--- src/rtl/ild_pkg.sv ---
// Shared constants for the parallel instruction boundary decoder.
// Assumes byte rule: bit 7 continuation, bits 2:0 contribution.
package ild_pkg;
    localparam int LEN_W     = 6;                 // width of a reported length
    localparam int CONT_BIT  = 7;                 // continuation flag position
    localparam int CONTRIB_W = 3;                 // contribution field width
    localparam int MAX_EXAM  = 4;                 // bytes examined per instruction, max
    localparam int NEX_W     = 3;                 // width of examined-byte count
    localparam int MAX_LEN   = MAX_EXAM * ((1 << CONTRIB_W) - 1);
endpackage

--- src/rtl/ild_len_unit.sv ---
// Speculative length evaluator for one byte offset.
// Assumes it is fed the continuation flags of the first three bytes and the
// contribution fields of the first four bytes at its offset; missing bytes
// past the window arrive as zero. Computes length and examined-byte count.
module ild_len_unit
    import ild_pkg::*;
(
    input  logic [2:0]                      cont_i,     // bit 7 of bytes 0..2
    input  logic [MAX_EXAM*CONTRIB_W-1:0]   contrib_i,  // bits 2:0 of bytes 0..3
    output logic [LEN_W-1:0]                len_o,
    output logic [NEX_W-1:0]                nexam_o
);
    logic [MAX_EXAM-1:0]  take;     // byte k is examined
    logic [LEN_W-1:0]     raw_sum;

    // Examination chain: each byte is taken only if all earlier bytes asked for it.
    always_comb begin
        take[0] = 1'b1;
        for (int k = 1; k < MAX_EXAM; k++) begin
            take[k] = take[k-1] & cont_i[k-1];
        end
    end

    // Sum of contributions of examined bytes and count of examined bytes.
    always_comb begin
        raw_sum = '0;
        nexam_o = '0;
        for (int k = 0; k < MAX_EXAM; k++) begin
            if (take[k]) begin
                raw_sum = raw_sum + LEN_W'(contrib_i[k*CONTRIB_W +: CONTRIB_W]);
                nexam_o = nexam_o + NEX_W'(1);
            end
        end
        len_o = (raw_sum == '0) ? LEN_W'(1) : raw_sum;
    end

    // forward progress is guaranteed by a nonzero, bounded length.
    always_comb begin
        a_r3_len_nonzero: assert (len_o != '0 && len_o <= LEN_W'(MAX_LEN));
    end
endmodule

--- src/rtl/ild_start_chain.sv ---
// Start chain across the window.
// Assumes one speculative length and examined-byte count per offset and an
// effective valid count no larger than W. Follows starts from offset 0, marks
// complete instructions and stops at the first partial one.
module ild_start_chain
    import ild_pkg::*;
#(
    parameter int W  = 64,
    parameter int CW = $clog2(W + 1)
)(
    input  logic [LEN_W-1:0] len_i   [W],
    input  logic [NEX_W-1:0] nexam_i [W],
    input  logic [CW-1:0]    cnt_i,
    output logic [W-1:0]     mark_o,
    output logic [CW-1:0]    cons_o,
    output logic             partial_o
);
    localparam int PW = $clog2(W + MAX_LEN + 1) + 1;

    logic [PW-1:0] pos;
    logic [PW-1:0] cnt_x;

    // Walk offsets in order; only the offset equal to the running position counts.
    always_comb begin
        cnt_x     = PW'(cnt_i);
        pos       = '0;
        mark_o    = '0;
        partial_o = 1'b0;
        for (int i = 0; i < W; i++) begin
            if (PW'(i) == pos && pos < cnt_x) begin
                if ((PW'(i) + PW'(nexam_i[i]) > cnt_x) ||
                    (PW'(i) + PW'(len_i[i])   > cnt_x)) begin
                    partial_o = 1'b1;          // chain halts: pos stays here
                end else begin
                    mark_o[i] = 1'b1;
                    pos       = pos + PW'(len_i[i]);
                end
            end
        end
        cons_o = CW'(pos);
    end

    // no marked start lies at or beyond the consumed boundary.
    always_comb begin
        a_r6_marks_below_cons: assert ((mark_o >> cons_o) == '0);
    end
endmodule

--- src/rtl/ild_decoder.sv ---
// Top of the parallel instruction boundary decoder.
// Assumes in_bytes holds byte k at bits 8k+7:8k and in_cnt counts valid
// bytes from offset 0 (values above W are clamped). One evaluator per
// offset, one start chain, then a single output register stage.
module ild_decoder
    import ild_pkg::*;
#(
    parameter int W  = 64,
    parameter int CW = $clog2(W + 1)
)(
    input  logic               clk,
    input  logic               rst_n,
    input  logic               in_valid,
    input  logic [8*W-1:0]     in_bytes,
    input  logic [CW-1:0]      in_cnt,
    output logic [W-1:0]       start_mark,
    output logic [LEN_W*W-1:0] len_out,
    output logic [CW-1:0]      consumed,
    output logic               partial
);
    logic [CW-1:0]      cnt_eff;
    logic [LEN_W-1:0]   len_w   [W];
    logic [NEX_W-1:0]   nexam_w [W];
    logic [LEN_W*W-1:0] len_flat;
    logic [W-1:0]       mark_w;
    logic [CW-1:0]      cons_w;
    logic               part_w;

    // Clamp the valid count to the window size.
    always_comb begin
        cnt_eff = (in_cnt > CW'(W)) ? CW'(W) : in_cnt;
    end

    // One speculative evaluator per offset.
    for (genvar g = 0; g < W; g++) begin : g_off
        logic [2:0]                    cont;
        logic [MAX_EXAM*CONTRIB_W-1:0] contrib;
        for (genvar k = 0; k < MAX_EXAM; k++) begin : g_byte
            if (g + k < W) begin : g_in
                assign contrib[k*CONTRIB_W +: CONTRIB_W] = in_bytes[8*(g+k) +: CONTRIB_W];
                if (k < MAX_EXAM - 1) begin : g_c
                    assign cont[k] = in_bytes[8*(g+k) + CONT_BIT];
                end
            end else begin : g_out
                assign contrib[k*CONTRIB_W +: CONTRIB_W] = '0;
                if (k < MAX_EXAM - 1) begin : g_c
                    assign cont[k] = 1'b0;
                end
            end
        end
        ild_len_unit u_len (
            .cont_i    (cont),
            .contrib_i (contrib),
            .len_o     (len_w[g]),
            .nexam_o   (nexam_w[g])
        );
        assign len_flat[g*LEN_W +: LEN_W] = len_w[g];
    end

    ild_start_chain #(.W(W), .CW(CW)) u_chain (
        .len_i     (len_w),
        .nexam_i   (nexam_w),
        .cnt_i     (cnt_eff),
        .mark_o    (mark_w),
        .cons_o    (cons_w),
        .partial_o (part_w)
    );

    // Output register: load on valid input, clear on reset, hold otherwise.
    always_ff @(posedge clk) begin
        if (!rst_n) begin
            start_mark <= '0;
            len_out    <= '0;
            consumed   <= '0;
            partial    <= 1'b0;
        end else if (in_valid) begin
            start_mark <= mark_w;
            len_out    <= len_flat;
            consumed   <= cons_w;
            partial    <= part_w;
        end
    end

    // a reset cycle leaves all outputs cleared.
    a_r10_reset_clear: assert property (@(posedge clk)
        !rst_n |=> (start_mark == '0 && len_out == '0 && consumed == '0 && !partial));

    // outputs hold while no valid window is presented.
    a_r9_hold: assert property (@(posedge clk) disable iff (!rst_n)
        !in_valid |=> ($stable(start_mark) && $stable(len_out) && $stable(consumed) && $stable(partial)));

    // consumed never exceeds the sampled effective count.
    a_r7_cons_bound: assert property (@(posedge clk) disable iff (!rst_n)
        in_valid |=> (consumed <= $past(cnt_eff)));

    // no start mark at or beyond the sampled effective count.
    a_r5_no_mark_past: assert property (@(posedge clk) disable iff (!rst_n)
        in_valid |=> ((start_mark >> $past(cnt_eff)) == '0));

    // a partial result leaves the consumed boundary strictly inside the count.
    a_r6_partial_inside: assert property (@(posedge clk) disable iff (!rst_n)
        in_valid |=> (!partial || consumed < $past(cnt_eff)));
endmodule

--- config.mk ---
export PLATFORM = sky130hd
export DESIGN_NAME = ild_decoder
export DESIGN_NICKNAME = d
export VERILOG_FILES = /design/src/rtl/ild_pkg.sv /design/src/rtl/ild_len_unit.sv /design/src/rtl/ild_start_chain.sv /design/src/rtl/ild_decoder.sv
export SDC_FILE = /design/constraint.sdc
export NUM_CORES = 2
export LEC_CHECK = 0
export BUFFER_PORTS_ARGS = -buffer_cell sky130_fd_sc_hd__buf_2
export CORE_UTILIZATION = 35
export DETAILED_ROUTE_END_ITERATION = 6
export PLACE_DENSITY = 0.61
export SYNTH_ARGS = -nofsm -noshare
export SYNTH_HDL_FRONTEND = slang
export SYNTH_SLANG_ARGS = --single-unit
--- constraint.sdc ---
create_clock -name clk -period 419.8 [get_ports clk]
set_input_delay 62.97 -clock clk [delete_from_list [all_inputs] [get_ports clk]]
set_output_delay 62.97 -clock clk [all_outputs]
set_load 0.05 [all_outputs]
* Yosys cells after proc, flatten, opt, wreduce, memory -nomap -nowiden *
Index checks and enable logic that the tools add are counted.

storage, ports and cells
  bits of input ports = 522
  word-level logic and storage cells = 1900
  flip-flop bits (word level) = 456

operators by class
  add/sub/neg operators = 500
  bitwise gates (word level) = 125
  equal/unequal tests = 63
  reduce and logical (&&, ||, !) cells = 191
  $lt $le $gt $ge = 193
  mux-type cells = 824

operators by type and width
  kind                                                 count
  2-to-1 mux 6 bit                                     187
  greater-than comparator 8 x 7 -> 1 bit               126
  2-to-1 mux 8 bit                                     125
  adder 6 x 3 -> 6 bit                                 123
  < comparator 8 x 7 -> 1 bit                          63
  adder 8 x 6 -> 8 bit                                 62
  zero test 6 bit                                      64
  2-to-1 mux 3 bit                                     126
  adder 3 x 1 -> 3 bit (second input constant)         125
  equality test 6 x 8 -> 1 bit (first input constant)  32
  2-to-1 mux 1 bit                                     256
  adder 3 x 3 -> 4 bit                                 63
  2-to-1 mux 4 bit                                     63
  adder 6 x 3 -> 7 bit (first input constant)          32
  adder 6 x 6 -> 7 bit (first input constant)          31
  equality test 5 x 8 -> 1 bit (first input constant)  16
  2-to-1 mux 2 bit                                     64
  AND 1 bit                                            125
  adder 5 x 6 -> 7 bit (first input constant)          16
  adder 5 x 3 -> 6 bit (first input constant)          16
  equality test 4 x 8 -> 1 bit (first input constant)  8
  logical OR 1 bit                                     64
  logical AND 1 bit                                    63
  adder 4 x 6 -> 7 bit (first input constant)          8
  17 further kinds                                     38

* Longest topological paths before layout *
  depth in word-level cells = 201
  depth in mapped cells = 747
  depth with buffers taken out = 734

* Modules after synthesis *
Synthesis repeated with hierarchy kept, for this count alone.

unflattened totals
  cell total of the unflattened synthesis = 13600
  area, all modules = 113993.1 µm²

modules (own cells, without submodules)
  module           instances  area each (µm²)  cells each  sequential area each (µm²)
  ild_start_chain  1          58761.4          7386        0.0
  ild_len_unit     64         585.6            74          0.0
  ild_decoder      1          17755.8          1478        9128.8

* Least setup slack after synthesis *
OpenSTA, ideal clock, no wires.

  path kind = input-to-reg
  start = input port in_cnt[6]
  end = register start_mark[63]
  path slack = 217618 ps
  library setup time = 70 ps
  buffers on the path = 18
  arrival = 202111 ps
  cell stages on the path = 692
  cell sequence = inv_2 -> clkbuf_1 -> buf_6 -> nand2_1 -> ha_1 -> nor2b_1 -> o21a_1 -> o21a_1 -> and2_2 -> a221o_1 -> o21ai_1 -> clkbuf_1 -> nand2_1 -> nor2_1 -> ha_1 -> o21ai_1 -> a21oi_1 -> a41o_1 -> [656 not listed] -> a21oi_1 -> nor3_1 -> a2111oi_0 -> o2111ai_1 -> nor4b_4 -> mux2_2 -> ha_1 -> a21oi_1 -> nor2b_1 -> o21ai_0 -> nand2b_1 -> a21oi_1 -> o211a_1 -> nand4_1 -> or4b_1 -> buf_4 -> or2_1 -> a21oi_1

on the way
  cells in the longest elaborated chain, start to end = 195

ends and longest elaborated chain
  element                                                                                                  RTL line                                      source
  from (decl)                                                                                              ild_decoder.sv:15                             input logic [CW-1:0] in_cnt,
  greater-than comparator 7 bit                                                                            ild_decoder.sv:31                             cnt_eff = (in_cnt > CW'(W)) ? CW'(W) : in_cnt;
  2-to-1 mux 7 bit (*)                                                                                     ild_decoder.sv:31
  greater-than comparator 3 x 7 -> 1 bit / greater-than comparator 6 x 7 -> 1 bit (equally long branches)  ild_start_chain.sv:31, ild_start_chain.sv:32
  logical OR 1 bit                                                                                         ild_start_chain.sv:31                         if ((PW'(i) + PW'(nexam_i[i]) > cnt_x) ||
  2-to-1 mux 6 bit                                                                                         ild_start_chain.sv:31
  2-to-1 mux 8 bit                                                                                         ild_start_chain.sv:30                         if (PW'(i) == pos && pos < cnt_x) begin
  adder 8 x 6 -> 8 bit, or another cell as far along                                                       ild_start_chain.sv:36                         pos = pos + PW'(len_i[i]);
  2-to-1 mux 8 bit / logical AND 1 bit (equally long branches)                                             ild_start_chain.sv:31, ild_start_chain.sv:30
  [179 not listed]                                                                                         -
  2-to-1 mux 8 bit / logical AND 1 bit (equally long branches)                                             ild_start_chain.sv:31, ild_start_chain.sv:30
  2-to-1 mux 8 bit                                                                                         ild_start_chain.sv:30
  adder 8 x 6 -> 8 bit, or another cell as far along                                                       ild_start_chain.sv:36
  2-to-1 mux 8 bit / logical AND 1 bit (equally long branches)                                             ild_start_chain.sv:31, ild_start_chain.sv:30
  2-to-1 mux 8 bit                                                                                         ild_start_chain.sv:30
  < comparator 8 x 7 -> 1 bit / equality test 6 x 8 -> 1 bit (equally long branches)                       ild_start_chain.sv:30
  logical AND 1 bit                                                                                        ild_start_chain.sv:30
  2-to-1 mux 1 bit (*)                                                                                     ild_start_chain.sv:30
  to (signal assigned)                                                                                     ild_decoder.sv:77                             start_mark <= mark_w;
  to (decl)                                                                                                ild_decoder.sv:16                             output logic [W-1:0] start_mark,

Mark *: on every way between the ends. The rest lies on a longest branch, timed or not.
A chain may end at the register's enable or synchronous reset.

* Worst setup path in the final report *
  start = input port in_bytes[0]
  end = register start_mark[63]

on the way
  cells in the longest elaborated chain, start to end = 201

ends and longest elaborated chain
  element                                                                             RTL line                                      source
  from (decl)                                                                         ild_decoder.sv:14                             input logic [8*W-1:0] in_bytes,
  adder 3 x 3 -> 4 bit                                                                ild_len_unit.sv:30                            raw_sum = raw_sum + LEN_W'(contrib_i[k*CONTRIB_W +: CONTRIB_W]);
  2-to-1 mux 4 bit (*)                                                                ild_len_unit.sv:29                            if (take[k]) begin
  adder 6 x 3 -> 6 bit                                                                ild_len_unit.sv:30
  2-to-1 mux 6 bit (*)                                                                ild_len_unit.sv:29
  adder 6 x 3 -> 6 bit                                                                ild_len_unit.sv:30
  2-to-1 mux 6 bit (*)                                                                ild_len_unit.sv:29
  zero test 6 bit                                                                     ild_len_unit.sv:34                            len_o = (raw_sum == '0) ? LEN_W'(1) : raw_sum;
  2-to-1 mux 6 bit (*)                                                                ild_len_unit.sv:34
  [185 not listed]                                                                    -
  2-to-1 mux 8 bit / logical AND 1 bit (equally long branches)                        ild_start_chain.sv:31, ild_start_chain.sv:30
  2-to-1 mux 8 bit (*)                                                                ild_start_chain.sv:30
  adder 8 x 6 -> 8 bit, or another cell as far along                                  ild_start_chain.sv:36
  2-to-1 mux 8 bit / logical AND 1 bit (equally long branches)                        ild_start_chain.sv:31, ild_start_chain.sv:30
  2-to-1 mux 8 bit (*)                                                                ild_start_chain.sv:30
  < comparator 8 x 7 -> 1 bit / equality test 6 x 8 -> 1 bit (equally long branches)  ild_start_chain.sv:30
  logical AND 1 bit (*)                                                               ild_start_chain.sv:30
  2-to-1 mux 1 bit (*)                                                                ild_start_chain.sv:30

Marked as above.

==> flow_metrics.tcl <==
set metrics [dict create \
    outcome "finished, final reports clean" \
    fmax_ghz 0.00437 \
    io_buffers 715 \
    ys_seq_area_share_pct 9.06 \
    syn_area_um2 99500 \
    routed_wl_um 345000 \
    wire_per_inst_um 20.3 \
    die_x_um 535 \
    clock-root-buffer "clkbuf_16" \
    drive_gt1_share_pct 10.7 \
    ctsLongestPathBuffers 4 \
    cp_data_required_time_ps 420490 \
    dpl.cell_count 16900 \
    hold_path_startpoint "start_mark[39]$_SDFFE_PN0P_" \
    min_to "start_mark[39]$_SDFFE_PN0P_" \
    drcViolationCount 0 \
    crit_top_cell "a21oi_1" \
    max_slew_margin_pct 21.4 \
    crit_path_end_kind "flip-flop" \
    cts_num_sinks 450 \
    grt_max_degree 87 \
    antenna_found_initial 46 \
    crit_arrival_ps 229480 \
    detail-route-antenna-nets 0 \
    cts_tree "done" \
    r2r_setup_slack_ps 418900 \
    h-tree-depth 3 \
    ctsHoldBuffers 0 \
    async_flop_share_pct 0 \
    path_class "in2reg" \
    start_kind "input pin" \
    n_fill_cell 29400 \
    numCtsBuffers 71 \
    grt_use_total_pct 23.3 \
    power.leakage_nw 54.5 \
    peakVddDrop_mv 0.00428 \
    setup_tns_ps 0 \
    power.density_nw_per_um2 7.10 \
    rr_startpoint "len_out[286]$_SDFFE_PN0P_" \
    skew_ps 0 \
    cts_setup_buffers 0 \
    path_clk_slew_ps 60 \
    cp_max_fo 13 \
    rr_worst_depth 2 \
    top_layer_used "met5" \
    cap_violations 0 \
    worst_slack_ps 191010 \
    grt_pass1_wl_um 528000 \
    fin_area_um2 110000 \
    ys_ff_latch 450 \
    place_congestion 0.934 \
    ys_types 152 \
    rsz0062_at_grt "false" \
    pre_cts_ws_ps 193060 \
    postSynthAreaPerCell_um2 7.91 \
    initial_core_util_pct 35.2 \
    initialDrtViolationCount 6750 \
    post-dp-hpwl_um 277000 \
    cts_repair_resize_count 0 \
    multiInputGateArea_um2 85200 \
    met3_length_um 23900 \
    ys_warn_count 0 \
    hold_depth 2 \
    die-area_um2 286000 \
    synthCells 12600 \
    final_cells 17000 \
    seq_area_um2 9010 \
    setup_viol 0 \
    dpl_cell_area_um2 107000 \
    utilization_pct 38.8 \
    rows 195 \
    wl_met2_um 150000 \
    synth_edf_count 0 \
    finalWorstPathRequiredPeriod_ps 228790 \
    finalHoldViolations 0 \
    dr_total_vias 94400 \
    finalCritPeriodShare_pct 54.5 \
    crit_path_max_incr_delay_ps 880 \
    max_slew.worst_pin.slew_ps 1150 \
    clkLatencyLatePin_ps 760 \
    maxSlewViolCount 0 \
    wl_met1_um 162000 \
    pin_count 978 \
    regToRegEndpoint "len_out[286]$_SDFFE_PN0P_" \
    synthFlopType "dfxtp_1" \
    grt-ovfl-total 0 \
    routed_via_density 5.55 \
    nNetsFinal 16100 \
    slowest_stage "a2111oi_0" \
    die_h_um 535 \
    core_region_area_um2 283000 \
    drt_first_pass_iters 6 \
    syn2layout_area_growth_pct 10.3 \
    grt_pass1_vias 89100 \
    hold_path.class "reg2reg" \
]
==> metrics by stage <==
step / power [mW] / hold slack [ps]
floorplan: 0.559 / 681
global placement: 0.695 / 450
detailed placement: 0.704 / 455
CTS: 0.773 / 463
global route: 0.862 / 488
finish: 0.779 / 462
==> flip-flops by register name, indices dropped and copies added, names as in the netlist <==
signal,cells
start_mark,64
len_out,378
consumed,7
partial,1
==> worst max-delay path by stage <==
stage	startpoint	to	slack [ps]	cells after the start
global placement	in_bytes[0]	consumed[0]$_SDFFE_PN0P_	193410	690
detailed placement	in_bytes[0]	start_mark[63]$_SDFFE_PN0P_	193060	696
floorplan	in_cnt[6]	start_mark[63]$_SDFFE_PN0P_	217620	692
finish	in_bytes[0]	start_mark[63]$_SDFFE_PN0P_	191010	688
CTS	in_bytes[0]	start_mark[63]$_SDFFE_PN0P_	193360	693
global route	in_bytes[0]	start_mark[63]$_SDFFE_PN0P_	178420	695
==> critical path: cells and delay by family <==
family / cells / cell delay (ps)
AOI/OAI and AO/OA: 336 / 79780
adders and majority gates: 68 / 20860
buffers and inverters: 29 / 4500
muxes: 25 / 10020
and+or+nand+nor: 230 / 51090
==> cells by family (layout without fill, tap and decap cells) <==
logic type / count (synthesis) / in the layout / share of synthesized area [%]
and+or+nand+nor: 3569 / 3569 / 18.3
AOI/OAI and AO/OA: 3378 / 3378 / 22.0
adders and majority gates: 2385 / 2385 / 31.9
buffers and inverters: 1420 / 2048 / 5.55
xor gates and xnor gates: 767 / 767 / 6.76
muxes: 608 / 608 / 6.48
DFF: 450 / 450 / 9.06
other: 2 / 62 / 0.00755
==> metal layers <==
metal | vias to the layer above | GRT usage (%)
li1 | 46800 | -
met1 | 44500 | 32.1
met2 | 2674 | 36.9
met3 | 397 | 3.91
met4 | 34 | 6.40
met5 | - | 0
==> cells in the final DEF (no fill, tap or decap), drive strengths merged, types with 124 or more instances in the layout <==
| cell type | Yosys | final |
|---|---|---|
| nor2b | 325 | 325 |
| xnor2 | 473 | 473 |
| nand2b | 274 | 274 |
| mux2i | 350 | 350 |
| o21bai | 124 | 124 |
| xor2 | 294 | 294 |
| buf | 80 | 796 |
| nand2 | 621 | 621 |
| mux2 | 258 | 258 |
| nand3 | 251 | 251 |
| fa | 248 | 248 |
| o21ai | 627 | 627 |
| a21oi | 1208 | 1208 |
| a211oi | 244 | 244 |
| a21o | 403 | 403 |
| ha | 2137 | 2137 |
| inv | 1127 | 1138 |
| dfxtp | 450 | 450 |
| nor2 | 1146 | 1146 |
| nor3 | 253 | 253 |
==> synth_stat cells (46+ instances only) <==
master    count  area [µm²]
nand3_1     248        1240
and4_1       58         508
nand2_1     620        2330
dfxtp_1     450        9010
nor2_1     1140        4280
ha_1       2137       26700
xnor2_1     472        4130
and3_1       82         513
fa_1        248        4960
nor4_1       59         369
a21o_1      401        3010
a21oi_1    1201        6010
o21ai_0     578        2890
a211oi_1    237        1780
o211ai_1     46         345
nor2b_1     325        2030
o21bai_1    124         931
mux2i_1     346        3460
mux2_2      245        2760
clkbuf_1    208         781
inv_1      1105        4150
a31oi_1      73         457
a41oi_1      64         561
xor2_1      294        2570
o21a_1      115         863
and2_1       72         450
nor3_1      245        1230
nand4_1     114         713
nand2b_1    274        1710
or3_1        69         432
==> where the power goes <==
part | switching, mW | internal (mW) | total, mW | leakage (nW)
registers | 0.00199 | 0.0460 | 0.0480 | 3.70
clock network | 0.0267 | 0.0363 | 0.0630 | 1.14
logic | 0.408 | 0.261 | 0.668 | 49.7
total | 0.436 | 0.343 | 0.779 | 54.5
==> cell type report <==
cell class / instances / area share, %
Sequential cell: 450 / 8.21
Timing Repair Buffer: 796 / 3.85
Multi-Input combinational cell: 10800 / 77.6
Antenna cell: 13 / 0.0296
Tap cell: 3743 / 4.27
Inverter: 1130 / 3.90
Clock buffer: 87 / 1.77
Clock inverter: 35 / 0.360
Note: power is estimated with default switching activity, not from simulation.
